$ cat config.mk
export PLATFORM = sky130hd
export DESIGN_NAME = warp_hazard_gate
export DESIGN_NICKNAME = d
export VERILOG_FILES = /design/src/rtl/wsb_pkg.sv /design/src/rtl/wsb_ibuf.sv /design/src/rtl/wsb_track.sv /design/src/rtl/warp_hazard_gate.sv
export SDC_FILE = /design/constraint.sdc
export NUM_CORES = 1
export LEC_CHECK = 0
export CORE_UTILIZATION = 40
export CTS_CLUSTER_DIAMETER = 40
export CTS_CLUSTER_SIZE = 24
export DETAILED_ROUTE_END_ITERATION = 6
export DONT_BUFFER_PORTS = 1
export SLEW_MARGIN = 10
export SYNTH_ARGS = -nofsm -noshare
export SYNTH_HDL_FRONTEND = slang
export SYNTH_HIERARCHICAL = 1
export SYNTH_SLANG_ARGS = --single-unit
export TNS_END_PERCENT = 100
$ cat constraint.sdc
create_clock -name clk -period 5 [get_ports clk]
set_clock_uncertainty 0.1 [all_clocks]
set_input_delay 0.25 -clock clk [delete_from_list [all_inputs] [get_ports clk]]
set_output_delay 0.25 -clock clk [all_outputs]
set_load 0.01 [all_outputs]
$ cat src/rtl/wsb_pkg.sv
package wsb_pkg;
  localparam int unsigned DEF_RID_W = 6;
  localparam int unsigned DEF_TAG_W = 8;

  // width of one queued instruction: tag + three ids + three enables
  function automatic int unsigned entry_w(input int unsigned rid_w, input int unsigned tag_w);
    return tag_w + 3 * rid_w + 3;
  endfunction

  function automatic int unsigned idx_w(input int unsigned n);
    return (n > 1) ? $clog2(n) : 1;
  endfunction
endpackage

$ cat src/rtl/wsb_ibuf.sv
module wsb_ibuf #(
  parameter int unsigned W     = 29,
  parameter int unsigned DEPTH = 4
) (
  input  logic         clk,
  input  logic         rst_n,
  input  logic         push,
  input  logic [W-1:0] din,
  input  logic         pop,
  output logic [W-1:0] dout,
  output logic         head_vld,
  output logic         full
);
  localparam int unsigned PTR_W = wsb_pkg::idx_w(DEPTH);
  localparam int unsigned CNT_W = $clog2(DEPTH + 1);
  localparam logic [PTR_W-1:0] LAST = PTR_W'(DEPTH - 1);
  localparam logic [CNT_W-1:0] CAP  = CNT_W'(DEPTH);

  logic [W-1:0]     slots [DEPTH];
  logic [PTR_W-1:0] wr_ptr, rd_ptr;
  logic [CNT_W-1:0] cnt;

  function automatic logic [PTR_W-1:0] bump(input logic [PTR_W-1:0] p);
    return (p == LAST) ? '0 : p + 1'b1;
  endfunction

  assign dout     = slots[rd_ptr];
  assign head_vld = (cnt != '0);
  assign full     = (cnt == CAP);

  always_ff @(posedge clk) begin
    if (!rst_n) begin
      wr_ptr <= '0;
      rd_ptr <= '0;
      cnt    <= '0;
    end else begin
      if (push) begin
        slots[wr_ptr] <= din;
        wr_ptr        <= bump(wr_ptr);
      end
      if (pop) rd_ptr <= bump(rd_ptr);
      if (push && !pop)      cnt <= cnt + 1'b1;
      else if (pop && !push) cnt <= cnt - 1'b1;
    end
  end

  AST_NO_OVERFLOW: assert property (@(posedge clk) disable iff (!rst_n) cnt <= CAP);
  AST_POP_SHRINKS: assert property (@(posedge clk) disable iff (!rst_n)
    (pop && !push) |=> cnt == $past(cnt) - 1'b1);
  AST_POP_NONEMPTY: assert property (@(posedge clk) disable iff (!rst_n) pop |-> head_vld);
endmodule

$ cat src/rtl/wsb_track.sv
module wsb_track #(
  parameter int unsigned RID_W   = 6,
  parameter int unsigned ENTRIES = 4,
  parameter int unsigned NQ      = 3
) (
  input  logic                clk,
  input  logic                rst_n,
  input  logic                clr_en,
  input  logic [RID_W-1:0]    clr_rid,
  input  logic                ins_en,
  input  logic [RID_W-1:0]    ins_rid,
  input  logic [NQ-1:0]       q_en,
  input  logic [NQ*RID_W-1:0] q_rid,
  output logic                hazard,
  output logic                full
);
  localparam int unsigned IDX_W = wsb_pkg::idx_w(ENTRIES);

  logic [ENTRIES-1:0] occ, live, clr_hit, occ_n;
  logic [RID_W-1:0]   ids [ENTRIES];
  logic [IDX_W-1:0]   slot;

  function automatic logic [IDX_W-1:0] first_free(input logic [ENTRIES-1:0] l);
    logic [IDX_W-1:0] r;
    r = '0;
    for (int i = ENTRIES - 1; i >= 0; i--) if (!l[i]) r = IDX_W'(i);
    return r;
  endfunction

  function automatic logic holds(input logic [RID_W-1:0] r);
    logic h;
    h = 1'b0;
    for (int i = 0; i < ENTRIES; i++) if (occ[i] && ids[i] == r) h = 1'b1;
    return h;
  endfunction

  for (genvar g = 0; g < ENTRIES; g++) begin : g_clr
    assign clr_hit[g] = clr_en && occ[g] && (ids[g] == clr_rid);
  end

  assign live = occ & ~clr_hit;
  assign full = &live;
  assign slot = first_free(live);

  always_comb begin
    hazard = 1'b0;
    for (int i = 0; i < ENTRIES; i++)
      for (int j = 0; j < NQ; j++)
        if (live[i] && q_en[j] && ids[i] == q_rid[j*RID_W +: RID_W]) hazard = 1'b1;
  end

  always_comb begin
    occ_n = live;
    if (ins_en) occ_n[slot] = 1'b1;
  end

  always_ff @(posedge clk) begin
    if (!rst_n) begin
      occ <= '0;
      for (int i = 0; i < ENTRIES; i++) ids[i] <= '0;
    end else begin
      occ <= occ_n;
      if (ins_en) ids[slot] <= ins_rid;
    end
  end

  AST_INSERT_SEEN: assert property (@(posedge clk) disable iff (!rst_n)
    ins_en |=> holds($past(ins_rid)));
  AST_CLEAR_GONE: assert property (@(posedge clk) disable iff (!rst_n)
    (clr_en && !(ins_en && ins_rid == clr_rid)) |=> !holds($past(clr_rid)));
  AST_NO_INSERT_FULL: assert property (@(posedge clk) disable iff (!rst_n) ins_en |-> !full);
  AST_CLEAR_AT_MOST_ONE: assert property (@(posedge clk) disable iff (!rst_n) $onehot0(clr_hit));
endmodule

$ cat src/rtl/warp_hazard_gate.sv
module warp_hazard_gate #(
  parameter int unsigned DEPTH      = 4,
  parameter int unsigned SB_ENTRIES = 4,
  parameter int unsigned RID_W      = wsb_pkg::DEF_RID_W,
  parameter int unsigned TAG_W      = wsb_pkg::DEF_TAG_W
) (
  input  logic             clk,
  input  logic             rst_n,
  input  logic             fetch_valid,
  output logic             fetch_ready,
  input  logic [TAG_W-1:0] fetch_tag,
  input  logic [RID_W-1:0] fetch_src0,
  input  logic             fetch_src0_en,
  input  logic [RID_W-1:0] fetch_src1,
  input  logic             fetch_src1_en,
  input  logic [RID_W-1:0] fetch_dst,
  input  logic             fetch_dst_en,
  output logic             iss_valid,
  input  logic             iss_ready,
  output logic [TAG_W-1:0] iss_tag,
  output logic [RID_W-1:0] iss_dst,
  output logic             iss_dst_en,
  input  logic             wb_valid,
  input  logic [RID_W-1:0] wb_rid
);
  localparam int unsigned EW = wsb_pkg::entry_w(RID_W, TAG_W);

  logic [EW-1:0]    in_word, head_word;
  logic             head_vld, q_full, push, pop;
  logic [RID_W-1:0] h_src0, h_src1;
  logic             h_src0_en, h_src1_en;
  logic             sb_hazard, sb_full, writer_blocked, ins_en;

  assign in_word = {fetch_tag, fetch_src0_en, fetch_src0, fetch_src1_en, fetch_src1,
                    fetch_dst_en, fetch_dst};
  assign {iss_tag, h_src0_en, h_src0, h_src1_en, h_src1, iss_dst_en, iss_dst} = head_word;

  assign fetch_ready    = !q_full;
  assign push           = fetch_valid && fetch_ready;
  assign writer_blocked = sb_full && iss_dst_en;
  assign iss_valid      = head_vld && !sb_hazard && !writer_blocked;
  assign pop            = iss_valid && iss_ready;
  assign ins_en         = pop && iss_dst_en;

  wsb_ibuf #(.W(EW), .DEPTH(DEPTH)) u_ibuf (
    .clk(clk), .rst_n(rst_n), .push(push), .din(in_word), .pop(pop),
    .dout(head_word), .head_vld(head_vld), .full(q_full)
  );

  wsb_track #(.RID_W(RID_W), .ENTRIES(SB_ENTRIES), .NQ(3)) u_track (
    .clk(clk), .rst_n(rst_n), .clr_en(wb_valid), .clr_rid(wb_rid),
    .ins_en(ins_en), .ins_rid(iss_dst),
    .q_en({h_src0_en, h_src1_en, iss_dst_en}),
    .q_rid({h_src0, h_src1, iss_dst}),
    .hazard(sb_hazard), .full(sb_full)
  );

  AST_NO_ISSUE_ON_HAZARD: assert property (@(posedge clk) disable iff (!rst_n)
    sb_hazard |-> !iss_valid);
  AST_HOLD_WHILE_STALLED: assert property (@(posedge clk) disable iff (!rst_n)
    (iss_valid && !iss_ready && !push) |=> head_vld && iss_tag == $past(iss_tag));
  AST_STALL_NO_PUSH: assert property (@(posedge clk) disable iff (!rst_n)
    q_full |-> !push);
endmodule

==> results.cfg <==
[die]
io_pins = 57
start_util = 0.408
dieArea_mm2 = 0.0181
die_w_um = 135
rows = 48
die_y_um = 135
core-area_mm2 = 0.0172

[setup_path]
path_buf_inv = 2
path_delay_family = simple AND/OR/NAND/NOR gates
cpPeakStageDelay_ps = 720
endpoint = u_ibuf/cnt[2]
path_depth = 14
crit_required_ps = 5250
cp_max_fo = 8
worstSetupPathType = flop to flop
cp_cell_sequence = mux4_2, xor2_1, nor4_1, o31ai_1, o2111ai_1, nand2b_4, a211oi_2, inv_1, ha_1, inv_1, fa_1, xor2_1, or3_1, a21boi_0
end_kind = flop
slowest_stage = mux4_2
cp.arrival_ps = 4330
r2r_cells = 14
reg2reg_slack_ps = 920
reg2reg_to = u_ibuf/cnt[2]
cp-start-kind = flop

[synth]
ys_ff_latch = 153
synth_flop_cell = edfxtp_1
ys_seq_area_frac = 0.635
synth_nets = 472
ys_types = 44
synth_warnings = 6
syn_area_mm2 = 0.00703
syn_inst = 425
synth.avg_cell_area_um2 = 16.5
synth-edff-count = 140
postSynth.asyncResetShare = 0

[timing]
worst_slew_pin_slew_ps = 731
setup_ws_ps = 919
slew_violations = 0
fin_crit_sh = 0.816
rsz0062_at_grt = false
min_period_ps = 4080
finalSetupTns_ps = 0
hold_ws_ps = 64.7
relSlewSlack = 0.508
hold_viol_final = 0
setup_viol = 0
max_freq_ghz = 0.245

[power]
p_leak_nw = 2.71
design_power_total_mw = 3.74
ir_worst_vdd_mv = 0.373
powerDensity_mw_per_mm2 = 458

[clocking]
path_clk_slew_ps = 70
htree_num_levels = 4
cts_num_sinks = 153
cts_tree = done
clkLatencyLatePin_ps = 430
cts-root-buf = clkbuf_16
cts_buffers = 17
clockBufferDepth = 2
postCtsSetupRepairBufs = 0

[placed_design]
io_buffers = 0
place_congestion = 0.894
hpwl_um = 10400
dp_slack_ps = 873

[grt]
antenna_found_initial = 0
grt_pass1_vias = 3900
overflow = 0
grt_usage = 0.188
grt_pass1_wl_um = 23700
grt_max_degree = 30

[cells_and_area]
drive_above_1_share = 0.162
area_growth_pct = 16.3
final_nets = 509
final_core_util = 0.474
diodes = 0

[run]
drv_cap = 0

[routing]
dr.pass1.iters = 4
wl_um = 15700
route.detailed.drc = 0
wire_per_inst_um = 22.5
ant_nets = 0
viasPerCell = 5.34
via_count = 3735
drtIter0Drc = 229

[worst_hold_path]
hp-class = primary input to flop

[run_status]
status = complete, no violations
-- worst min-delay path by stage --
stage / start / endpoint / depth (start not counted)
6_report: rst_n / u_track/ids[3][2] / 2
5_1_grt: rst_n / u_track/ids[3][5] / 2
4_1_cts: rst_n / u_track/ids[3][5] / 2
3_5_place_dp: fetch_tag[6] / u_ibuf/slots[3][27] / 0
3_3_place_gp: fetch_tag[5] / u_ibuf/slots[2][26] / 0
2_1_floorplan: fetch_dst[0] / u_ibuf/slots[0][0] / 0
-- cells in the mapped netlist, types with 8 or more instances --
master    instances  area share
nor2b_1          12       0.011
clkbuf_1         12      0.0064
and3_1           11      0.0098
nor4_1           12       0.011
dfxtp_1          13       0.037
and2_1           15       0.013
xor2_1           49       0.061
inv_1             8      0.0043
mux4_2           28       0.090
xnor2_1          49       0.061
nand4_1          16       0.014
edfxtp_1        140        0.60
-- cell type report --
class	count	area, um^2
inverter	8	30.0
tap	225	282
clock buffer	17	425
multi-input combinational	243	2410
timing repair buffer	39	380
clock inverter	15	181
sequential	153	4470
fill	1449	9060
-- state kept, by name, indices dropped and copies added (netlist names), named ones only --
signal,count
u_ibuf/slots,116
u_ibuf/wr_ptr,2
u_ibuf/cnt,3
u_track/occ,4
u_ibuf/rd_ptr,2
u_track/ids,24
-- where the power goes --
part / internal, mW / leakage, nW / switching, mW
combinational: 0.384 / 1.01 / 0.457
clock: 0.755 / 0.291 / 0.554
sequential: 1.50 / 1.41 / 0.0941
total: 2.64 / 2.71 / 1.10
-- metal layers --
| layer | vias up | global-route usage | share of wire |
|---|---|---|---|
| met5 | - | 0 | 0 |
| met4 | 0 | 0.0768 | 0.022 |
| met3 | 21 | 0.0642 | 0.068 |
| met2 | 105 | 0.304 | 0.49 |
| met1 | 1904 | 0.231 | 0.42 |
| li1 | 1705 | - | - |
-- metrics by stage --
stage | instance area (um^2) | instances
6_report | 8180 | 700
3_5_place_dp | 7270 | 638
4_1_cts | 8180 | 700
3_3_place_gp | 7270 | 638
5_1_grt | 8180 | 700
2_1_floorplan | 7030 | 425
-- cells in the final DEF, fill, tap and decap left out, types with 4 or more instances in the layout --
| cell | synthesis | routed |
|---|---|---|
| edfxtp_1 | 140 | 140 |
| xnor2_1 | 49 | 49 |
| xor2_1 | 49 | 49 |
| dlygate4sd3_1 | 0 | 30 |
| mux4_2 | 28 | 28 |
| clkbuf_16 | 0 | 17 |
| nand4_1 | 16 | 16 |
| and2_1 | 15 | 15 |
| nor2b_1 | 12 | 12 |
| dfxtp_1 | 13 | 12 |
| nor4_1 | 12 | 12 |
| and3_1 | 11 | 11 |
| inv_1 | 8 | 8 |
| buf_4 | 1 | 8 |
| ha_1 | 6 | 6 |
| inv_6 | 0 | 5 |
| nand2_1 | 4 | 4 |
| mux2i_1 | 4 | 4 |
| o31ai_1 | 4 | 4 |
-- timing repair --
| item | in CTS | in global routing |
|---|---|---|
| hold endpoints to repair | 135 | 0 |
| hold buffers | 30 | 0 |
| gates resized for setup | 0 | 0 |
-- logic make-up after synthesis --
family,synth area share
buffers and inverters,0.0221
xor gates and xnor gates,0.122
adders and majority gates,0.0135
AOI/OAI and AO/OA,0.0326
and+or+nand+nor,0.0756
muxes,0.0991
DFF,0.635
Power figures use the tool's default switching activity.
